===== src/rtl/bytelane_pkg.sv =====
package bytelane_pkg;

    localparam int LANES  = 4;
    localparam int LANE_W = 8;
    localparam int WORD_W = LANES * LANE_W;

    typedef enum logic [1:0] {
        OP_RD_WORD = 2'b00,
        OP_WR_BYTE = 2'b01,
        OP_WR_HALF = 2'b10,
        OP_WR_WORD = 2'b11
    } mem_op_e;

    typedef logic [LANES-1:0][LANE_W-1:0] lane_bus_t;

    typedef struct packed {
        logic             misaligned;
        logic [LANES-1:0] lane_we;
    } access_t;

    // Alignment rule per access size
    function automatic logic misaligned_f(mem_op_e op, logic [1:0] lo);
        case (op)
            OP_WR_BYTE: return 1'b0;
            OP_WR_HALF: return lo[0];
            default:    return |lo;
        endcase
    endfunction

    // Byte lanes a write touches
    function automatic logic [LANES-1:0] lane_mask_f(mem_op_e op, logic [1:0] lo);
        case (op)
            OP_WR_BYTE: return 4'b0001 << lo;
            OP_WR_HALF: return lo[1] ? 4'b1100 : 4'b0011;
            OP_WR_WORD: return 4'b1111;
            default:    return 4'b0000;
        endcase
    endfunction

endpackage


===== src/rtl/access_decode.sv =====
module access_decode
    import bytelane_pkg::*;
#(
    parameter int IDX_W = 6
) (
    input  logic              en,
    input  mem_op_e           op,
    input  logic [IDX_W-1:0]  addr_lo,
    output access_t           acc,
    output logic [IDX_W-3:0]  widx
);
    logic [1:0] lo;
    logic       bad;

    assign lo   = addr_lo[1:0];
    assign widx = addr_lo[IDX_W-1:2];
    assign bad  = misaligned_f(op, lo);

    always_comb begin
        acc.misaligned = en && bad;
        acc.lane_we    = (en && !bad) ? lane_mask_f(op, lo) : '0;
    end
endmodule


===== src/rtl/lane_steer.sv =====
module lane_steer
    import bytelane_pkg::*;
(
    input  mem_op_e              op,
    input  logic [WORD_W-1:0]    wdata,
    output lane_bus_t            lane_data
);
    for (genvar i = 0; i < LANES; i++) begin : g_lane
        localparam int HALF_LO = (i % 2) * LANE_W;
        localparam int WORD_LO = i * LANE_W;
        always_comb begin
            case (op)
                OP_WR_BYTE: lane_data[i] = wdata[LANE_W-1:0];
                OP_WR_HALF: lane_data[i] = wdata[HALF_LO +: LANE_W];
                default:    lane_data[i] = wdata[WORD_LO +: LANE_W];
            endcase
        end
    end
endmodule


===== src/rtl/byte_bank.sv =====
module byte_bank
    import bytelane_pkg::*;
#(
    parameter int WORDS  = 16,
    parameter int WIDX_W = 4
) (
    input  logic              clk,
    input  logic              rst,
    input  logic [LANES-1:0]  lane_we,
    input  logic [WIDX_W-1:0] widx,
    input  lane_bus_t         lane_data,
    output logic [WORD_W-1:0] rd_word
);
    for (genvar i = 0; i < LANES; i++) begin : g_lane
        logic [LANE_W-1:0] cells [WORDS];

        always_ff @(posedge clk) begin
            if (rst) begin
                for (int w = 0; w < WORDS; w++) cells[w] <= '0;
            end else if (lane_we[i]) begin
                cells[widx] <= lane_data[i];
            end
        end

        assign rd_word[i*LANE_W +: LANE_W] = cells[widx];
    end
endmodule


===== src/rtl/bytelane_mem.sv =====
module bytelane_mem
    import bytelane_pkg::*;
#(
    parameter int DEPTH_BYTES = 64
) (
    input  logic        clk,
    input  logic        rst,
    input  logic        en,
    input  logic [1:0]  ctl,
    input  logic [31:0] addr,
    input  logic [31:0] wdata,
    output logic [31:0] rdata,
    output logic        err
);
    localparam int IDX_W  = $clog2(DEPTH_BYTES);
    localparam int WORDS  = DEPTH_BYTES / LANES;
    localparam int WIDX_W = IDX_W - 2;

    mem_op_e            op;
    access_t            acc;
    logic [WIDX_W-1:0]  widx;
    logic [LANES-1:0]   lane_we;
    lane_bus_t          lane_data;
    logic [WORD_W-1:0]  rd_word;
    logic               unused_hi;

    assign op        = mem_op_e'(ctl);
    assign unused_hi = ^addr[31:IDX_W];
    assign lane_we   = acc.lane_we;

    access_decode #(.IDX_W(IDX_W)) u_dec (
        .en      (en),
        .op      (op),
        .addr_lo (addr[IDX_W-1:0]),
        .acc     (acc),
        .widx    (widx)
    );

    lane_steer u_steer (
        .op        (op),
        .wdata     (wdata),
        .lane_data (lane_data)
    );

    byte_bank #(.WORDS(WORDS), .WIDX_W(WIDX_W)) u_bank (
        .clk       (clk),
        .rst       (rst),
        .lane_we   (lane_we),
        .widx      (widx),
        .lane_data (lane_data),
        .rd_word   (rd_word)
    );

    assign err   = acc.misaligned;
    assign rdata = (en && op == OP_RD_WORD && !acc.misaligned) ? rd_word : '0;
endmodule


===== config.mk =====
export PLATFORM = sky130hd
export DESIGN_NAME = bytelane_mem
export DESIGN_NICKNAME = d
export VERILOG_FILES = /design/src/rtl/bytelane_pkg.sv /design/src/rtl/access_decode.sv /design/src/rtl/lane_steer.sv /design/src/rtl/byte_bank.sv /design/src/rtl/bytelane_mem.sv
export SDC_FILE = /design/constraint.sdc
export NUM_CORES = 1
export LEC_CHECK = 0
export ABC_AREA = 1
export BUFFER_PORTS_ARGS = -buffer_cell sky130_fd_sc_hd__buf_2
export CORE_MARGIN = 4
export CORE_UTILIZATION = 30
export CTS_CLUSTER_SIZE = 40
export DETAILED_ROUTE_END_ITERATION = 7
export SLEW_MARGIN = 25
export SYNTH_ARGS = -nofsm -noshare
export SYNTH_HDL_FRONTEND = slang
export SYNTH_SLANG_ARGS = --single-unit

===== constraint.sdc =====
create_clock -name clk -period 2.7 [get_ports clk]
set_input_delay 0.405 -clock clk [delete_from_list [all_inputs] [get_ports clk]]
set_output_delay 0.405 -clock clk [all_outputs]
set_load 0.02 [all_outputs]

Word level (Yosys, flattened, before mapping)
Memory sizes are Yosys's and may differ from the RTL's.
Cells that the tools add are included.
Widths: inputs -> output; s select.
{"block": "word_totals", "elab_cells": 55, "out_inout_bits": 33, "in_bits": 69, "mem_bits_rw": 512, "ff_bits": 0, "n_memories": 4}
{"block": "classes", "n_mux": 34, "reduce_logical": 13, "n_eq_ne": 3, "n_shift": 1}
{"name": "u_bank.g_lane[0].cells", "depth": 16, "word_bits": 8, "read_ports": 1, "rd_ports_with_merged_regs": 0, "write_ports": 16, "line_no": "byte_bank.sv:15", "source": "logic [LANE_W-1:0] cells [WORDS];"}
{"name": "u_bank.g_lane[1].cells", "depth": 16, "word_bits": 8, "read_ports": 1, "rd_ports_with_merged_regs": 0, "write_ports": 16, "line_no": "byte_bank.sv:15"}
{"name": "u_bank.g_lane[2].cells", "depth": 16, "word_bits": 8, "read_ports": 1, "rd_ports_with_merged_regs": 0, "write_ports": 16, "line_no": "byte_bank.sv:15"}
{"name": "u_bank.g_lane[3].cells", "depth": 16, "word_bits": 8, "read_ports": 1, "rd_ports_with_merged_regs": 0, "write_ports": 16, "line_no": "byte_bank.sv:15"}
{"op": "$mux 8", "n": 6}
{"op": "$mux 32", "n": 1}
{"op": "$reduce_or 8->1", "n": 4}
{"op": "$mux 4", "n": 6}
{"op": "$mux 1", "n": 18}
{"op": "$pmux 8 s2", "n": 1}
{"op": "$pmux 4 s3", "n": 1}
{"op": "$eq 2x2->1 const B", "n": 2}
{"op": "$logic_and 1x1->1", "n": 4}
{"op": "$reduce_or 2->1", "n": 2}
{"op": "$shl 1x2->4 const A", "n": 1}
{"op": "$eq 2x1->1 const B", "n": 1}
{"op": "$logic_not 1->1", "n": 2}
{"op": "$logic_not 2->1", "n": 1}
{"op": "$pmux 1 s2", "n": 1}

Longest topological paths before layout
{"block": "logic_depth", "depth_word": 10, "depth_mapped": 12}

Cells and area by module
Synthesis repeated with hierarchy kept, for this count alone.
{"block": "unflattened", "hier_cells": 3017, "area_unflattened_um2": 25114.1}
{"mod": "byte_bank", "instances": 1, "cells_each": 2804, "seq_area_each_um2": 15374.7, "area_each_um2": 24036.8}
{"mod": "lane_steer", "instances": 1, "cells_each": 106, "seq_area_each_um2": 0.0, "area_each_um2": 481.7}
{"mod": "bytelane_mem", "instances": 1, "cells_each": 71, "seq_area_each_um2": 0.0, "area_each_um2": 384.1}
{"mod": "access_decode", "instances": 1, "cells_each": 36, "seq_area_each_um2": 0.0, "area_each_um2": 211.5}

Least setup slack after synthesis
OpenSTA, ideal clock, no wires.
{"block": "synth_timing", "path_type": "input to output", "from": "input ctl[0]", "to": "output rdata[10]", "stages": 10, "path_slack_ns": 0.302, "arrival_ns": 1.993, "cell_sequence": "inv_1 ha_1 buf_2 inv_2 nand2_1 nand3_2 nor2_1 buf_2 nand3_1 nor2_1"}
{"block": "synth_between", "elab_chain_cells": 6, "elab_cells_between_ends": 9, "classes_between": "eq/ne (2); mux (2); reduce/logical (5)"}
{"item": "start: declaration", "line_no": "bytelane_mem.sv:9", "source": "input logic [1:0] ctl,"}
{"item": "$eq 2x2->1 or $eq 2x1->1 (tied branches)", "line_no": "bytelane_pkg.sv:23", "source": "case (op)"}
{"item": "$pmux 1 s2", "line_no": "bytelane_pkg.sv:23"}
{"item": "$logic_and 1x1->1", "line_no": "access_decode.sv:20", "source": "acc.misaligned = en && bad;"}
{"item": "$logic_not 1->1", "line_no": "bytelane_mem.sv:55", "source": "assign rdata = (en && op == OP_RD_WORD && !acc.misaligned) ? rd_word : '0;"}
{"item": "$logic_and 1x1->1 *", "line_no": "bytelane_mem.sv:55"}
{"item": "$mux 32 *", "line_no": "bytelane_mem.sv:55"}
{"item": "end: declaration", "line_no": "bytelane_mem.sv:12", "source": "output logic [31:0] rdata,"}
Mark *: on every way between the ends. The rest lies on a longest branch, timed or not.

Final worst setup path
{"block": "layout_timing", "from": "input ctl[1]", "to": "output rdata[8]"}
The elaborated chain is that of the path after synthesis.

==> metrics.md <==
| Metric | Value |
|---|---|
| Setup CP Type | `in -> out` |
| Area growth, synth to finish | `18.07%` |
| Inserted Diodes | `0` |
| Yosys warning total | `0` |
| Hold Slack | `0.3082 ns` |
| Clock root buffer | `clkbuf_16` |
| GRT Residual Overflow | `0` |
| Chip height | `292.6 um` |
| Number of synthesized flops with an enable pin | `512` |
| Most frequent cells after synthesis | `1066 x nor2_1, 512 x edfxtp_1, 474 x nand2_1` |
| Actual slew at the worst max-slew pin | `0.8749 ns` |
| Crit path capture | `rdata[8]` |
| Endpoints failing setup | `0` |
| Post-route minimum period | `2.593 ns` |
| Synth area leader | `edfxtp_1` |
| Drt pass-1 iters | `7` |
| Fin crit share | `96.05%` |
| Maximum clock rate | `0.3856 GHz` |
| VDD IR-drop max | `0.4381 mV` |
| Clock Pin Slew Worst Setup and Hold Paths | `0.06 ns` |
| Worst rel slew slack | `41.46%` |
| First-pass GRT wire length | `107500 um` |
| Design Area, Final | `28690 um^2` |
| Syn avg cell area | `9.386 um^2` |
| Pins Over Slew Limit | `0` |
| Crit-path max FO | `16` |
| Number of gates resized after CTS | `0` |
| Number of global-route vias before repair | `17653` |
| I/O pin cnt | `102` |
| Hold WC Path Type | `in -> reg` |
| Worst Setup SP | `ctl[1]` |
| WL final | `71080 um` |
| Total core area | `80420 um^2` |
| Seq/Total Area, Yosys | `63.27%` |
| Die Span X | `292.6 um` |
| CTS tree | `built` |
| Filler cells | `8146` |
| Tot Pwr | `17.85 mW` |
| Detailed Route Iter0 Violations | `1721` |
| Largest net degree at the start of global routing | `73` |
| DP HPWL | `48050 um` |
| Tot GR Track Use | `16.30%` |
| Die area | `85620 um^2` |
| Row cnt | `104` |
| Mapped Area | `24300 um^2` |
| Drt via density | `4.723` |
| Worst Hold Depth | `3` |
| Pwr/cell area | `622.1 nW/um^2` |
| Status | `complete, no violations` |
| Initial antenna violation count | `3` |
| Setup TNS | `0 ns` |
| Worst Path Arrival | `2.19 ns` |
| Top-count cell post-synth | `nor2_1` |
| Net count after synthesis | `2663` |
| Maximum root-to-sink buffer count | `3` |
| Crit path launch type | `input pin` |
| Drt wl/cell | `18.42 um` |
| Largest register FFs | `512` |
| Proportion of layout cells with a drive suffix above 1 | `15.21%` |
| Ys flop type | `edfxtp_1` |
| Synth Register Bits | `512` |
| Worst EP required | `2.30 ns` |
| Initial Util | `30.22%` |
| CP Capture Type | `output port` |
| Number of distinct library cells after synthesis | `31` |
| Leak | `11.45 nW` |
| Cells after Synth | `2589` |
| Final Hold Viols | `0` |
| Number of setup buffers added after CTS | `0` |
| Vias | `18232` |
| Ys async rst share | `0%` |
| Max_cap viols | `0` |
| Biggest register | `u_bank.g_lane.cells` |
| DRC viols | `0` |
| Area of placed instances | `27130 um^2` |
| Inserted Clock Buffers | `50` |
| Nets@finish | `2836` |
| Antenna Nets Post-Route | `0` |
| CTS Sinks | `512` |
| Synth top area share | `63.27%` |
| Buffers added on ports | `75` |
| Top Registers | `u_bank.g_lane.cells x512` |
| GPL Wtd Cong | `0.8370` |
| H-tree lvl count | `2` |
| Hold Buf Count CTS | `0` |
| Largest cells by area after synthesis | `edfxtp_1 63%, nor2_1 16%, nand2_1 7.3%, o21ai_0 1.9%, nand3_2 1.9%` |
[worst max-delay path, stage by stage]
cell and delay [ns]:
buf_2 0.18, inv_1 0.10, ha_1 0.31, inv_2 0.04
nand2_1 0.13, nand3_4 0.13, nor2_4 0.19, buf_12 0.19
nand3_1 0.13, nor2_2 0.16, buf_2 0.20
[metrics by stage]
stage / setup slack [ns] / cells / utilization, %
floorplan: 0.3020 / 2589 / -
global placement: -0.1816 / 3770 / 33.73
detailed placement: 0.06002 / 3770 / 33.74
CTS: 0.07222 / 3860 / 35.64
global route: -0.01744 / 3860 / 35.68
finish: 0.1067 / 3860 / 35.68
[report_power, final]
part | total [mW] | internal (mW) | switching [mW]
registers | 9.24 | 9.13 | 0.108
clock network | 6.73 | 3.75 | 2.98
logic | 1.88 | 0.506 | 1.37
total | 17.8 | 13.4 | 4.46
[cell families after synthesis]
group	after synthesis	synth area share, %
compound gates	155	3.676
mux	8	0.3295
buf+inv	244	4.160
fa+ha+maj	5	0.2574
flops	512	63.27
simple gates	1665	28.31
[routing by layer]
metal / wire length [um] / part of all wire (%) / GRT usage, %
met5: 8 / 0.011 / 0
met4: 1497 / 2.1 / 3.908
met3: 5363 / 7.5 / 2.593
met2: 32850 / 46 / 26.62
met1: 31370 / 44 / 22.87
[worst min-delay path by stage]
stage | slack, ns | from | to
final | 0.31 | wdata[0] | u_bank.g_lane[0].cells[2][0]
after global routing | 0.29 | wdata[0] | u_bank.g_lane[0].cells[2][0]
after CTS | 0.27 | wdata[0] | u_bank.g_lane[0].cells[2][0]
after detailed placement | 0.89 | wdata[0] | u_bank.g_lane[0].cells[2][0]
after global placement | 0.89 | wdata[0] | u_bank.g_lane[0].cells[2][0]
after floorplan | 0.73 | wdata[0] | u_bank.g_lane[0].cells[10][0]
[layout make-up]
cell class                      count  area, um^2  share of cell area [%]
Sequential cell                   512       15370                   53.59
Multi-Input combinational cell   1833        8010                   27.92
Timing Repair Buffer              256        2039                   7.108
Clock buffer                       66        1333                   4.644
Tap cell                         1060        1326                   4.623
Inverter                          109       411.6                   1.435
Clock inverter                     24       196.4                  0.6847
[cell usage in the layout (no fill, tap or decap), types with 2 or more instances in the layout]
| cell type | synthesis | final |
|---|---|---|
| inv_1 | 94 | 94 |
| o22ai_1 | 8 | 8 |
| mux2i_2 | 0 | 8 |
| nor2_1 | 1066 | 1056 |
| ha_1 | 5 | 5 |
| nand2_4 | 0 | 2 |
| nand3_2 | 46 | 45 |
| clkbuf_16 | 0 | 51 |
| bufinv_16 | 0 | 3 |
| buf_4 | 2 | 158 |
| nand3_4 | 15 | 16 |
| buf_12 | 0 | 24 |
| clkinv_2 | 0 | 9 |
| buf_2 | 22 | 73 |
| inv_2 | 7 | 6 |
| nor2_2 | 8 | 15 |
| nand3_1 | 35 | 35 |
| clkinvlp_4 | 0 | 3 |
| nand4_1 | 15 | 15 |
| o21bai_1 | 31 | 31 |
| o21ai_0 | 93 | 93 |
| nand2_1 | 474 | 474 |
| edfxtp_1 | 512 | 512 |
| o21ai_2 | 3 | 2 |
| o21ai_1 | 8 | 8 |
| nor2_4 | 1 | 4 |
| clkbuf_1 | 97 | 15 |
| clkinv_1 | 8 | 16 |
| a21oi_1 | 10 | 10 |
Power figures use the tool's default switching activity.
